<file path="config.mk">
export PLATFORM = sky130hd
export DESIGN_NAME = noise_wave_gen
export DESIGN_NICKNAME = d
export VERILOG_FILES = /design/src/rtl/noise_pkg.sv /design/src/rtl/noise_cfg_reg.sv /design/src/rtl/noise_period.sv /design/src/rtl/noise_timer.sv /design/src/rtl/noise_lfsr.sv /design/src/rtl/noise_wave_gen.sv
export SDC_FILE = /design/constraint.sdc
export NUM_CORES = 1
export LEC_CHECK = 0
export BUFFER_PORTS_ARGS = -buffer_cell sky130_fd_sc_hd__buf_2
export CAP_MARGIN = 20
export CORE_MARGIN = 2
export CORE_UTILIZATION = 35
export DETAILED_ROUTE_END_ITERATION = 12
export GPL_TIMING_DRIVEN = 0
export PLACE_DENSITY = 0.58
export SLEW_MARGIN = 20
export SYNTH_ARGS = -nofsm -noshare
export SYNTH_HDL_FRONTEND = slang
export SYNTH_SLANG_ARGS = --single-unit
</file>
<file path="constraint.sdc">
create_clock -name clk -period 6.67 [get_ports clk]
set_input_delay 0.667 -clock clk [delete_from_list [all_inputs] [get_ports clk]]
set_output_delay 0.667 -clock clk [all_outputs]
set_load 0.005 [all_outputs]
</file>
<file path="src/rtl/noise_pkg.sv">
package noise_pkg;
    localparam int SHIFT_W   = 4;
    localparam int CODE_W    = 3;
    localparam int CFG_W     = SHIFT_W + 1 + CODE_W;
    localparam int LFSR_W    = 15;
    localparam int SHORT_BIT = 6;
    localparam int DEC_STEP  = 4;
    localparam int DIV_W     = CODE_W + 4;
    localparam int TMR_W     = DIV_W + (1 << SHIFT_W) - 1;

    typedef enum logic {
        TMR_EMPTY = 1'b0,
        TMR_RUN   = 1'b1
    } tmr_state_e;

    typedef struct packed {
        logic [SHIFT_W-1:0] shift;
        logic               short_mode;
        logic [CODE_W-1:0]  code;
    } noise_cfg_t;

    function automatic logic [DIV_W-1:0] divisor_of(input logic [CODE_W-1:0] c);
        if (c == '0) return DIV_W'(8);
        return {c, 4'b0000};
    endfunction
endpackage

</file>
<file path="src/rtl/noise_cfg_reg.sv">
module noise_cfg_reg
    import noise_pkg::*;
(
    input  logic             clk,
    input  logic             rst_n,
    input  logic             we_i,
    input  logic [CFG_W-1:0] wdata_i,
    output noise_cfg_t       cfg_o
);
    noise_cfg_t cfg_q;

    always_ff @(posedge clk) begin
        if (!rst_n) begin
            cfg_q <= '0;
        end else if (we_i) begin
            cfg_q <= noise_cfg_t'(wdata_i);
        end
    end

    assign cfg_o = cfg_q;
endmodule

</file>
<file path="src/rtl/noise_period.sv">
module noise_period
    import noise_pkg::*;
(
    input  noise_cfg_t       cfg_i,
    output logic [TMR_W-1:0] period_o
);
    always_comb begin
        period_o = TMR_W'(divisor_of(cfg_i.code)) << cfg_i.shift;
    end
endmodule

</file>
<file path="src/rtl/noise_timer.sv">
module noise_timer
    import noise_pkg::*;
(
    input  logic             clk,
    input  logic             rst_n,
    input  logic             tick_i,
    input  logic             trig_i,
    input  logic [TMR_W-1:0] period_i,
    output logic             step_o,
    output logic [TMR_W-1:0] timer_o
);
    tmr_state_e       state_q, state_d;
    logic [TMR_W-1:0] timer_q, timer_d;
    logic [TMR_W-1:0] cur;

    // state register
    always_ff @(posedge clk) begin
        if (!rst_n) begin
            state_q <= TMR_EMPTY;
            timer_q <= '0;
        end else begin
            state_q <= state_d;
            timer_q <= timer_d;
        end
    end

    // next state and outputs
    always_comb begin
        state_d = state_q;
        timer_d = timer_q;
        step_o  = 1'b0;
        cur     = timer_q;
        if (trig_i) begin
            timer_d = period_i;
            state_d = TMR_RUN;
        end else if (tick_i) begin
            unique case (state_q)
                TMR_EMPTY: cur = period_i;
                TMR_RUN:   cur = timer_q;
                default:   cur = period_i;
            endcase
            if (cur > TMR_W'(DEC_STEP)) begin
                timer_d = cur - TMR_W'(DEC_STEP);
            end else begin
                timer_d = period_i;
                step_o  = 1'b1;
            end
            state_d = TMR_RUN;
        end
    end

    assign timer_o = timer_q;
endmodule

</file>
<file path="src/rtl/noise_lfsr.sv">
module noise_lfsr
    import noise_pkg::*;
(
    input  logic              clk,
    input  logic              rst_n,
    input  logic              load_i,
    input  logic              step_i,
    input  logic              short_i,
    output logic [LFSR_W-1:0] lfsr_o
);
    logic [LFSR_W-1:0] q, nxt;
    logic              fb;

    always_comb begin
        fb  = q[0] ^ q[1];
        nxt = {fb, q[LFSR_W-1:1]};
        if (short_i) nxt[SHORT_BIT] = fb;
    end

    always_ff @(posedge clk) begin
        if (!rst_n) begin
            q <= '1;
        end else if (load_i) begin
            q <= '1;
        end else if (step_i) begin
            q <= nxt;
        end
    end

    assign lfsr_o = q;
endmodule

</file>
<file path="src/rtl/noise_wave_gen.sv">
module noise_wave_gen
    import noise_pkg::*;
(
    input  logic       clk,
    input  logic       rst_n,
    input  logic       tick_i,
    input  logic       trig_i,
    input  logic       cfg_we_i,
    input  logic [7:0] cfg_wdata_i,
    output logic [7:0] cfg_rdata_o,
    output logic       noise_o
);
    noise_cfg_t        cfg_q;
    logic [TMR_W-1:0]  period_w;
    logic [TMR_W-1:0]  timer_q;
    logic              step_w;
    logic [LFSR_W-1:0] lfsr_q;

    noise_cfg_reg u_cfg (
        .clk    (clk),
        .rst_n  (rst_n),
        .we_i   (cfg_we_i),
        .wdata_i(cfg_wdata_i),
        .cfg_o  (cfg_q)
    );

    noise_period u_per (
        .cfg_i   (cfg_q),
        .period_o(period_w)
    );

    noise_timer u_tmr (
        .clk     (clk),
        .rst_n   (rst_n),
        .tick_i  (tick_i),
        .trig_i  (trig_i),
        .period_i(period_w),
        .step_o  (step_w),
        .timer_o (timer_q)
    );

    noise_lfsr u_lfsr (
        .clk    (clk),
        .rst_n  (rst_n),
        .load_i (trig_i),
        .step_i (step_w),
        .short_i(cfg_q.short_mode),
        .lfsr_o (lfsr_q)
    );

    assign cfg_rdata_o = cfg_q;
    assign noise_o     = ~lfsr_q[0];
endmodule

</file>
======== Word-level counts from Yosys, hierarchy flattened ========
Cells that the tools add are included.
word-level totals
  register bits ........................... 46
  input bits .............................. 13
  output and inout bits ................... 9
  logic and storage cells ................. 31
operators by class
  add/subtract/negate cells ............... 1
  $lt $le $gt $ge ......................... 1
  shift-type cells ........................ 1
  multiplexer cells ....................... 15
  bitwise gates (word level) .............. 4
  reductions and logical operators ........ 3
operator list
  cell                     count
  $mux W22                 5
  $pmux W22 S2             1
  $gt A22 B3 Y1 const B    1
  $shl A7 B4 Y22           1
  $sub A22 B3 Y22 const B  1
  $mux W7                  2
  $mux W1                  7
  $logic_not A3 Y1         1
  $not A1 Y1               3
  $reduce_bool A2 Y1       1
  $reduce_or A2 Y1         1
  $xor A1 B1 Y1            1

======== Depth between registers and ports, before layout ========
Gate-level depths: netlist (run 1).
  word-level depth ........................ 11
  gate-level depth with buffers ........... 15
  depth with buffers taken out ............ 12

======== By module ========
A second synthesis (run 1) with hierarchy kept.
second synthesis, totals
  cell total of the unflattened synthesis .. 431
  area, all modules ....................... 3,553.4 um^2
by module, submodules not included
  module          times used  cells an instance  area each (um^2)  sequential area each (um^2)
  noise_timer     1           270                2,098.3           460.4
  noise_lfsr      1           66                 666.9             300.3
  noise_period    1           69                 483.0             0.0
  noise_cfg_reg   1           25                 301.5             160.2
  noise_wave_gen  1           1                  3.8               0.0

======== Least setup slack after synthesis (run 1) ========
No wires, ideal clock.
  kind .................................... reg-to-reg
  from .................................... register u_tmr.state_q
  to ...................................... register u_lfsr.q[10], in the netlist u_lfsr.lfsr_o[10]
  setup time .............................. 0.129 ns
  arrival time ............................ 3.145 ns
  data required time ...................... 6.541 ns
  slack ................................... 3.396 ns
  stages on the path, launching flop included .. 16
  path buffers ............................ 5
  clock period less this slack ............ 3.274 ns
  cell sequence ........................... dfxtp_1 -> buf_2 -> clkbuf_1 -> clkbuf_1 -> buf_1 -> nor2_1 -> a21oi_1 -> ha_1 -> a21oi_1 -> nor2_1 -> nand4b_2 -> nor4_4 -> nand2_2 -> buf_2 -> mux2i_1 -> nand2_1
on the way
  longest elaborated chain between the ends .. 8
ends and longest elaborated chain
  element                 RTL line           source
  from (decl)             noise_timer.sv:12  tmr_state_e state_q, state_d;
  from (signal assigned)  noise_timer.sv:22  state_q <= state_d;
  $not A1 Y1              noise_timer.sv:37  unique case (state_q)
  $pmux W22 S2 (*)        noise_timer.sv:37
  $mux W22 (*)            noise_timer.sv:36  end else if (tick_i) begin
  $mux W22 (*)            noise_timer.sv:33  if (trig_i) begin
  $gt A22 B3 Y1 (*)       noise_timer.sv:42  if (cur > TMR_W'(DEC_STEP)) begin
  $mux W1 (*)             noise_timer.sv:42
  $mux W1 (*)             noise_timer.sv:36
  $mux W1 (*)             noise_timer.sv:33
  to (signal assigned)    noise_lfsr.sv:26   q <= nxt;
  to (decl)               noise_lfsr.sv:11   logic [LFSR_W-1:0] q, nxt;
Mark *: on every way between the ends. The rest lies on a longest branch, timed or not. The select of a mux whose other input is x is not followed.
A chain may end at the register's enable or synchronous reset.

======== Worst setup path after layout (run 1) ========
  from .................................... register u_tmr.state_q
  to ...................................... register u_tmr.timer_q[7], in the netlist u_tmr.timer_o[7]
on the way
  longest elaborated chain between the ends .. 8
  elaborated cells on any way between the ends .. 9
  classes of those cells .................. add/sub: 1; order compare: 1; mux: 6; bitwise: 1
ends and longest elaborated chain
  element                                           RTL line                              source
  $not A1 Y1                                        noise_timer.sv:37
  $pmux W22 S2 (*)                                  noise_timer.sv:37
  $mux W22 (*)                                      noise_timer.sv:36
  $mux W22 (*)                                      noise_timer.sv:33
  $sub A22 B3 Y22 or $gt A22 B3 Y1 (tied branches)  noise_timer.sv:43, noise_timer.sv:42
  $mux W22 (*)                                      noise_timer.sv:42
  $mux W22 (*)                                      noise_timer.sv:36
  $mux W22 (*)                                      noise_timer.sv:33
  to (signal assigned)                              noise_timer.sv:23                     timer_q <= timer_d;
  to (decl)                                         noise_timer.sv:13                     logic [TMR_W-1:0] timer_q, timer_d;
Marks and branches as above.

==> summary.txt, run 1 <==
Power
  – Sw frac: 40.0%
  – P_sw: 314 uW
  – Pint: 471 uW
  – Peak supply drop: 0.125 mV
  – Sequential power share: 39.3%
  – Logic pwr share: 35.6%
  – Power Dens Cells: 207 nW/um^2
  – Clk network pwr share: 25.2%
  – Pleak: 0.00149 uW

Clock network
  – Post-CTS Setup Bufs: 0
  – Clk_lat worst skew: 0.32 ns
  – CTS tree: built
  – Clock-pin slew on the worst setup and hold paths: 0.10 ns
  – Root Driver: clkbuf_8
  – Clock tree sinks: 46
  – Htree depth: 2
  – CTS max path bufs: 2
  – Cts-stage hold buffer count: 0
  – Clock buffer count from CTS: 5
  – PostCTS Resize Cnt: 0

Logic synthesis
  – Synth Register Bits: 46
  – Synthesized Nets: 455
  – Synth top cells by count: dfxtp_1, nor2_1, nand2_1
  – Simple-Gate Fraction of Synth Area: 24.6%
  – EDFF count, synth: 0
  – Top_reg_cell synth: dfxtp_1
  – Synth Area in XOR/XNOR: 2.04%
  – Synth Area in Compound Gates: 30.4%
  – Mux cell area share after synthesis: 9.27%
  – Syn Area/Cell: 7.79 sq um
  – Synth area leaders: dfxtp_1, mux2i_1, o21ai_0
  – Synth top area share: 26.9%
  – Netlist cell types: 74
  – Largest family of logic cells by synthesized area: compound AO/OA/AOI/OAI gates
  – Post-synth ARST share: 0%
  – Top-count cell post-synth: dfxtp_1
  – Fraction of the mapped netlist area in adder cells: 0.730%
  – Post-Syn Area: 3430 sq um
  – Synth Instances: 440
  – Sequential area share after synthesis: 26.9%
  – Area leader, netlist: dfxtp_1
  – Synth warn: 0

Routing
  – DR WL/cell: 18.7 um
  – Vias: 3,571
  – Routed Wire Length: 11,200 um
  – DR pass1 iterations: 5
  – Initial drt markers: 302
  – DRC: 0
  – Vias per std cell: 5.95
  – Antenna Nets Post-Route: 0

Timing
  – Slew Limit Fails: 0
  – Max-slew headroom: 39.3%
  – Period Utilization, post-route: 66.6%
  – TNS Setup: 0 ns
  – Tightest Pin Transition: 0.896 ns
  – Fmax achieved: 0.225 GHz
  – Final Skew: 0.0132 ns
  – Crit path time final: 4.44 ns
  – Setup Viol. Count Final: 0
  – WHS: 0.474 ns
  – Endpoints failing hold: 0
  – RSZ-0062 raised after global routing: no

Layout
  – Antenna diode count: 0
  – Fraction of layout cells with a size suffix above 1: 13.9%
  – P&R area growth vs syn: 10.5%
  – Net count, final: 481

Job
  – Max-Cap Viols: 0

Critical path
  – Worst setup SP type: register
  – CP cell instances: buf_2 -> clkbuf_1 -> clkbuf_1 -> buf_1 -> nor2_1 -> a21oi_1 -> ha_1 -> a21oi_1 -> nor2_1 -> nand4b_2 -> o31ai_4 -> buf_2 -> a21oi_1 -> a31oi_1 -> a21oi_1
  – FF-to-FF Start: u_tmr.state_q
  – Slowest stage cell, crit path: buf_1
  – CP top delay family: buffers and inverters
  – R2R depth: 15
  – CP bufs+invs: 5
  – WP data arrival: 4.62 ns
  – RR Endpoint: u_tmr.timer_o[7]
  – Most Frequent Cell on Critical Path: a21oi_1
  – Max stage delay on crit path: 0.48 ns
  – CP Max Fanout: 10
  – Setup CP Type: reg -> reg
  – Critical path endpoint category: register
  – Worst reg2reg setup slack: 2.23 ns
  – Crit path required time: 6.85 ns

Global route
  – Vias in the first global route: 3,428
  – GR Overflow Total: 0
  – Tot GR Track Use: 22.1%
  – Initial antenna violation count: 0
  – First-pass GRT wire length: 18,200 um
  – Pin count of the biggest net entering global routing: 18

Worst hold path
  – Hold depth: 1
  – Endpoint, Worst Hold: u_tmr.timer_o[0]
  – Hold Startpoint: u_tmr.timer_o[0]
  – HP Class: reg -> reg

Floorplanning
  – FP Rows: 36
  – Core ar.: 9640 sq um
  – DIE AREA: 10,600 sq um
  – Die height: 103 um
  – # IOs: 22
  – Initial core utilization: 35.6%
  – Die W: 103 um

Status
  – Outcome: finished, final reports clean

Placed design
  – Post-DP HPWL: 8210 um
  – Final RePlAce weighted congestion: 0.976
  – IO buf count: 19
## worst reg2reg max path: stages, from the launching register on
cell,delay [ns]
dfxtp_1,0.43
buf_2,0.31
clkbuf_1,0.47
clkbuf_1,0.45
buf_1,0.48
nor2_1,0.10
a21oi_1,0.20
ha_1,0.24
a21oi_1,0.07
nor2_1,0.14
nand4b_2,0.22
o31ai_4,0.45
buf_2,0.34
a21oi_1,0.07
a31oi_1,0.22
a21oi_1,0.09
## per-layer routing
metal	share of wire (%)	up-vias	GRT usage (%)
met5	0	-	0
met4	3.2	0	8.70
met3	7.0	34	2.51
met2	46	173	36.6
met1	44	1692	29.5
li1	-	1672	-
## registers in the layout, indices dropped and copies added, names as in the netlist
name,flops
u_cfg.cfg_o,8
u_lfsr.lfsr_o,15
u_tmr.state_q,1
u_tmr.timer_o,22
## worst max-delay path by stage
| stage | slack (ns) | end | startpoint | depth (start not counted) |
|---|---|---|---|---|
| floorplan | 3.40 | u_lfsr.lfsr_o[10] | u_tmr.state_q | 15 |
| global placement | 2.32 | u_tmr.timer_o[7] | u_tmr.state_q | 15 |
| detailed placement | 2.39 | u_tmr.timer_o[7] | u_tmr.state_q | 15 |
| CTS | 2.35 | u_tmr.timer_o[7] | u_tmr.state_q | 15 |
| global route | 2.03 | u_tmr.timer_o[7] | u_tmr.state_q | 15 |
| finish | 2.23 | u_tmr.timer_o[7] | u_tmr.state_q | 15 |
## power groups by stage
| stage | Combinational, uW | Sequential, uW | Clock [uW] |
|---|---|---|---|
| finish | 279 | 308 | 198 |
| global route | 301 | 310 | 210 |
| CTS | 271 | 307 | 199 |
| detailed placement | 270 | 314 | 0 |
| global placement | 269 | 313 | 0 |
| floorplan | 202 | 309 | 0 |
## stage by stage
stage / power [uW] / cells / worst slack [ns] / utilization (%) / instance area (sq um)
final: 784 / 600 / 2.23 / 39.3 / 3790
after global routing: 821 / 600 / 2.03 / 39.3 / 3790
after CTS: 778 / 600 / 2.35 / 39.3 / 3790
after detailed placement: 584 / 592 / 2.39 / 38.3 / 3690
after global placement: 582 / 592 / 2.32 / 38.3 / 3690
after floorplan: 511 / 440 / 3.40 / - / 3430
## area by class of cell
| class | instances | area (sq um) |
|---|---|---|
| fill | 1039 | 5850 |
| multi-input combinational | 348 | 2300 |
| sequential | 46 | 921 |
| buffer | 37 | 176 |
| tap | 133 | 166 |
| timing repair buffer | 19 | 95.1 |
| clock buffer | 5 | 68.8 |
| inverter | 9 | 33.8 |
| clock inverter | 3 | 28.8 |
## cell families (layout without fill, tap and decap cells)
logic type | Yosys count | in the layout
AO/OA/AOI/OAI | 144 | 144
multiplexers | 30 | 30
buffers and inverters | 46 | 73
XOR/XNOR | 8 | 8
AND/OR/NAND/NOR | 164 | 164
adder cells (fa/ha/maj) | 2 | 2
flip-flops | 46 | 46
## layout by cell type, fill, tap and decap left out, types with 5 or more instances in the layout
cell | synthesis | final
a21oi_1 | 24 | 24
a22oi_1 | 5 | 5
a31oi_1 | 9 | 9
buf_2 | 9 | 28
buf_4 | 5 | 5
clkbuf_1 | 20 | 20
clkbuf_8 | 0 | 5
dfxtp_1 | 46 | 46
inv_1 | 9 | 9
mux2i_1 | 25 | 25
nand2_1 | 38 | 38
nand2b_1 | 12 | 12
nand3_1 | 8 | 8
nor2_1 | 44 | 44
nor2b_1 | 18 | 18
nor3_1 | 11 | 11
nor4_1 | 6 | 6
o21ai_0 | 35 | 35
o311a_1 | 5 | 5
o31ai_1 | 6 | 6
Power figures use the tool's default switching activity.
==> run 2: changes to the inputs <==
- PLACE_DENSITY: 0.58 -> 0.6
- clock period: 6.67 -> 3.7 ns (I/O delays scaled with it)
==> run 2 against run 1 <==
  * Clock skew decreased by 0.0068 ns
  * Sequential power is 80% higher
  * Non-clock buffer count is 4 lower
  * Hold slack got worse by 0.17 ns
  * Register-to-register slack lost 1.9 ns
  * Sequential share of layout area grew 0.064 points
  * First-iteration DRC count is 29% higher
  * Flip-flop and latch count is the same
  * Largest cell class unchanged
==> summary.txt, run 2 (synthesis gave the netlist of run 1 again) <==
Critical path
  – CP Max Fanout: 28
  – CP top delay family: compound AO/OA/AOI/OAI gates
  – CP bufs+invs: 3
  – Setup CP Type: reg -> reg
  – Max stage delay on crit path: 0.47 ns
  – WP data arrival: 3.60 ns
  – Most Frequent Cell on Critical Path: a21oi_1
  – Slowest stage cell, crit path: o31ai_4
  – Crit path required time: 3.88 ns
  – CP cell instances: clkbuf_4 -> buf_2 -> nor2_1 -> a21oi_1 -> ha_1 -> a21oi_1 -> nor2_1 -> nand4b_2 -> o31ai_4 -> buf_2 -> a21oi_1 -> a31oi_1 -> a21oi_1
  – Worst setup SP type: register
  – Critical path endpoint category: register

Timing
  – Final Skew: 0.00634 ns
  – Slew Limit Fails: 0
  – Endpoints failing hold: 0
  – Period Utilization, post-route: 92.2%
  – WHS: 0.305 ns
  – Setup Viol. Count Final: 0
  – Max-slew headroom: 40.9%
  – Crit path time final: 3.41 ns
  – RSZ-0062 raised after global routing: no
  – Tightest Pin Transition: 0.872 ns
  – Fmax achieved: 0.293 GHz

Clock network
  – CTS max path bufs: 2
  – Clock-pin slew on the worst setup and hold paths: 0.11 ns
  – Htree depth: 2
  – Clk_lat worst skew: 0.32 ns
  – Clock buffer count from CTS: 5
  – CTS tree: built
  – Clock tree sinks: 46
  – Root Driver: clkbuf_8

Power
  – Peak supply drop: 0.209 mV
  – Sw frac: 39.9%
  – Power Dens Cells: 374 nW/um^2
  – Pint: 848 uW
  – Sequential power share: 39.3%
  – Clk network pwr share: 25.3%
  – Logic pwr share: 35.4%
  – Pleak: 0.00149 uW
  – P_sw: 564 uW

Global route
  – Pin count of the biggest net entering global routing: 29
  – Initial antenna violation count: 0
  – First-pass GRT wire length: 17,600 um
  – GR Overflow Total: 0
  – Tot GR Track Use: 21.3%
  – Vias in the first global route: 3,391

Routing
  – DRC: 0
  – Vias: 3,587
  – DR WL/cell: 18.2 um
  – Routed Wire Length: 10,900 um
  – Initial drt markers: 389
  – Antenna Nets Post-Route: 0
  – Vias per std cell: 6.02
  – DR pass1 iterations: 6

Job
  – Max-Cap Viols: 0

Placed design
  – Final RePlAce weighted congestion: 0.965
  – IO buf count: 19
  – Post-DP HPWL: 8080 um

Layout
  – Fraction of layout cells with a size suffix above 1: 14.5%
  – P&R area growth vs syn: 10.2%
  – Antenna diode count: 0
  – Commonest non-fill, non-tap cell in the layout: dfxtp_1
  – Largest register FFs: 22
  – Commonest non-fill, non-tap cells in the layout: dfxtp_1, nor2_1, nand2_1
  – Net count, final: 477
  – Final core area utilization: 39.2%

Floorplanning
  – Core ar.: 9640 sq um
  – # IOs: 22
  – Initial core utilization: 35.6%
  – Die W: 103 um
  – Die height: 103 um
  – FP Rows: 36
  – DIE AREA: 10,600 sq um

Worst hold path
  – HP Class: in -> reg

Status
  – Outcome: finished, final reports clean
## run 2: changes by cell type in the layout (fill, tap and decap cells not counted), sizes merged
cell	before	now
buf	36	34
clkbuf	25	23
clkinv	1	0
inv	11	12
## run 2: worst min-delay path, delay by kind of cell
kind                   cells  cell delay, ns
buffers and inverters      1            0.07
multiplexers               1            0.05
AND/OR/NAND/NOR            1            0.09
## run 2: what timing repair did
item,CTS,global route
endpoints found under the setup margin,36,10
buffers inserted,0,0
gates resized for setup,1,4
gates cloned,0,0
hold buffers,0,0
## run 2: metal layers
metal  vias up  GRT usage, %  wire length [um]
li1       1663             -                 -
met1      1721          28.2              4750
met2       169          34.8              4950
met3        34          2.58               771
met4         0          9.31               399
met5         -             0                 0
## run 2: layout make-up
cell class / count / area, sq um
Inverter: 9 / 33.8
Fill cell: 1004 / 5860
Buffer: 33 / 169
Multi-Input combinational cell: 348 / 2300
Sequential cell: 46 / 921
Timing Repair Buffer: 19 / 95.1
Tap cell: 133 / 166
Clock inverter: 3 / 26.3
Clock buffer: 5 / 68.8
## run 2: path summary, 6_finish.rpt
| kind | startpoint | endpoint | slack [ns] | cells past startpoint |
|---|---|---|---|---|
| hold / removal | cfg_wdata_i[7] | u_cfg.cfg_o[7] | 0.30 | 3 |
| setup reg to reg | u_tmr.state_q | u_tmr.timer_o[7] | 0.29 | 13 |
| setup / recovery | u_tmr.state_q | u_tmr.timer_o[7] | 0.29 | 13 |
| hold reg to reg | u_tmr.timer_o[0] | u_tmr.timer_o[0] | 0.48 | 1 |
## run 2: through the flow
stage          area, sq um  TNS (ns)  instances  setup slack, ns  power (uW)
3_3_place_gp          3690    -16.05        592           -0.604        1050
2_1_floorplan         3430         0        440            0.426         921
3_5_place_dp          3690    -17.12        592           -0.623        1050
6_report              3780         0        596            0.288        1410
5_1_grt               3780         0        596           0.0493        1470
4_1_cts               3780         0        597            0.198        1400
## run 2: power by group through the flow
stage	Sequential [uW]	Combinational (uW)	Clock (uW)
floorplan	556	364	0
global placement	564	483	0
detailed placement	565	487	0
CTS	553	487	358
global route	559	536	379
finish	554	500	357
==> run 3: changes to the inputs <==
- CELL_PAD_IN_SITES_DETAIL_PLACEMENT: default -> 0
- CELL_PAD_IN_SITES_GLOBAL_PLACEMENT: default -> 1
- PLACE_DENSITY: 0.6 -> 0.74
==> run 3 against run 2 <==
  * First-iteration DRC count decreased by 7.2%
  * Critical path depth increased by 2
  * Clock power about the same
  * Sequential power about the same
  * Global-route usage increased by 1.5 points
  * Die area unchanged
  * Wire length increased by 6.5%
  * Combinational power increased by 3%
  * Setup slack got worse by 0.065 ns
  * Highest routed layer unchanged
==> summary.txt, run 3 (synthesis gave the netlist of run 1 again) <==
Global route
  – GR Overflow Total: 0
  – Met3 track demand over resource: 3.80%
  – GRT Max-Usage Layer: met2
  – Vias in the first global route: 3,407
  – Pin count of the biggest net entering global routing: 20
  – Initial antenna violation count: 0
  – Met1 Usage GRT: 30.6%
  – Met2 usage: 36.3%
  – Tot GR Track Use: 22.8%
  – First-pass GRT wire length: 18,600 um

Critical path
  – RR Endpoint: u_tmr.timer_o[7]
  – Critical path endpoint category: register
  – Most Frequent Cell on Critical Path: a21oi_1
  – CP Max Fanout: 10
  – Worst path depth: 15
  – CP cell instances: buf_2 -> clkbuf_2 -> or3_1 -> nand2b_1 -> nor2_1 -> a21oi_1 -> ha_1 -> a21oi_1 -> nor2_1 -> nand4b_2 -> o31ai_4 -> buf_2 -> a21oi_1 -> a31oi_1 -> a21oi_1
  – Worst Setup SP: u_cfg.cfg_o[6]
  – Max stage delay on crit path: 0.49 ns
  – Slowest stage cell, crit path: o31ai_4
  – CP bufs+invs: 3
  – R2R depth: 15
  – Setup CP Type: reg -> reg
  – FF-to-FF Start: u_cfg.cfg_o[6]
  – Worst setup SP type: register
  – Setup crit end: u_tmr.timer_o[7]
  – WP data arrival: 3.67 ns
  – Crit path required time: 3.89 ns
  – CP top delay family: compound AO/OA/AOI/OAI gates
  – Worst reg2reg setup slack: 0.22 ns

Layout
  – Final core area utilization: 39.4%
  – Multi-input gate area in the final layout: 2310 sq um
  – Finished Cell Area: 3800 sq um
  – Commonest non-fill, non-tap cells in the layout: dfxtp_1, nor2_1, nand2_1
  – Net count, final: 479
  – Antenna diode count: 0
  – Fillcell total: 1,020
  – Largest register FFs: 22
  – Storage cell area: 922 sq um
  – Fraction of layout cells with a size suffix above 1: 14.8%
  – P&R area growth vs syn: 10.8%
  – Commonest non-fill, non-tap cell in the layout: dfxtp_1

Clock network
  – Root Driver: clkbuf_8
  – Clock-pin slew on the worst setup and hold paths: 0.11 ns
  – Cts-stage hold buffer count: 0
  – Clock tree sinks: 46
  – Clk_lat worst skew: 0.32 ns
  – CTS max path bufs: 2
  – Clock buffer count from CTS: 5
  – CTS tree: built
  – Htree depth: 2

Timing
  – Tightest Pin Transition: 1.05 ns
  – Setup Viol. Count Final: 0
  – RSZ-0062 raised after global routing: no
  – Crit path time final: 3.48 ns
  – Max-slew headroom: 28.8%
  – Slew Limit Fails: 0
  – Endpoints failing hold: 0
  – Period Utilization, post-route: 94.0%
  – Fmax achieved: 0.288 GHz
  – Final Skew: 0.0157 ns

Floorplanning
  – Die height: 103 um
  – Die W: 103 um
  – FP Rows: 36
  – Core ar.: 9640 sq um
  – Initial core utilization: 35.6%
  – DIE AREA: 10,600 sq um
  – # IOs: 22

Placed design
  – Total placed instance area: 3690 sq um
  – Post-DP HPWL: 8420 um
  – Final RePlAce weighted congestion: 1.01
  – IO buf count: 19

Routing
  – Antenna Nets Post-Route: 0
  – DRC: 0
  – Vias: 3,562
  – Vias per std cell: 5.96
  – Initial drt markers: 361
  – Routed Wire Length: 11,600 um
  – DR pass1 iterations: 6
  – DR WL/cell: 19.4 um

Power
  – Pleak: 0.00150 uW
  – Total power: 1430 uW
  – Peak supply drop: 0.199 mV
  – Power Dens Cells: 376 nW/um^2

Status
  – Outcome: finished, final reports clean

Worst hold path
  – HP Class: in -> reg

Job
  – Max-Cap Viols: 0
-- run 3: cell count changes in the layout (fill, tap and decap cells not counted) --
cell / before / now
a2111oi_2: 1 / 0
buf_2: 27 / 28
dfxtp_2: 0 / 1
clkbuf_4: 2 / 0
buf_4: 5 / 7
dfxtp_1: 46 / 45
clkbuf_1: 15 / 16
a2111oi_4: 1 / 2
-- run 3: layer usage --
layer	routed length [um]	up-vias
li1	-	1676
met1	5020	1655
met2	5270	189
met3	823	42
met4	461	0
met5	0	-
-- run 3: worst register-to-register path: cells and delay by family, from the launching register on --
kind	cells	cell delay (ns)
fa+ha+maj	1	0.24
buf+inv	3	0.86
simple gates	5	0.69
flops	1	0.43
compound gates	6	1.14
-- run 3: timing repair --
item / 4_1_cts / 5_1_grt
pin swaps: 0 / 1
endpoints found under the hold margin: 0 / 0
endpoints found under the setup margin: 36 / 36
resized for setup: 2 / 4
setup buffers: 0 / 1
-- run 3: metrics by stage --
stage	setup WS, ns	TNS (ns)	instances	hold WS (ns)
final	0.223	0	598	0.303
after global placement	-0.656	-18.03	592	0.442
after CTS	0.00886	0	599	0.301
after detailed placement	-0.593	-17.43	592	0.447
after global routing	0.0330	0	598	0.314
after floorplan	0.426	0	440	0.424
-- run 3: how the worst min path moves through the flow --
stage / startpoint / cells past startpoint / endpoint / slack (ns)
CTS: cfg_wdata_i[0] / 3 / u_cfg.cfg_o[0] / 0.30
finish: cfg_wdata_i[0] / 3 / u_cfg.cfg_o[0] / 0.30
detailed placement: u_tmr.timer_o[1] / 1 / u_tmr.timer_o[1] / 0.45
global placement: u_tmr.timer_o[0] / 1 / u_tmr.timer_o[0] / 0.44
floorplan: u_tmr.timer_o[1] / 1 / u_tmr.timer_o[1] / 0.42
global route: cfg_wdata_i[7] / 3 / u_cfg.cfg_o[7] / 0.31
-- run 3: power by group --
part | leakage [uW] | internal, uW | total (uW) | switching (uW)
clock | 0.0000495 | 141 | 359 | 218
combinational | 0.00107 | 187 | 514 | 327
sequential | 0.000377 | 524 | 555 | 31.5
total | 0.00150 | 852 | 1430 | 576
-- run 3: final cells by class --
type | instances | share of cell area (%)
timing repair buffer | 20 | 2.70
buffer | 34 | 4.48
inverter | 9 | 0.889
tap | 133 | 4.38
clock buffer | 5 | 1.81
clock inverter | 3 | 0.691
multi-input combinational | 348 | 60.8
sequential | 46 | 24.3
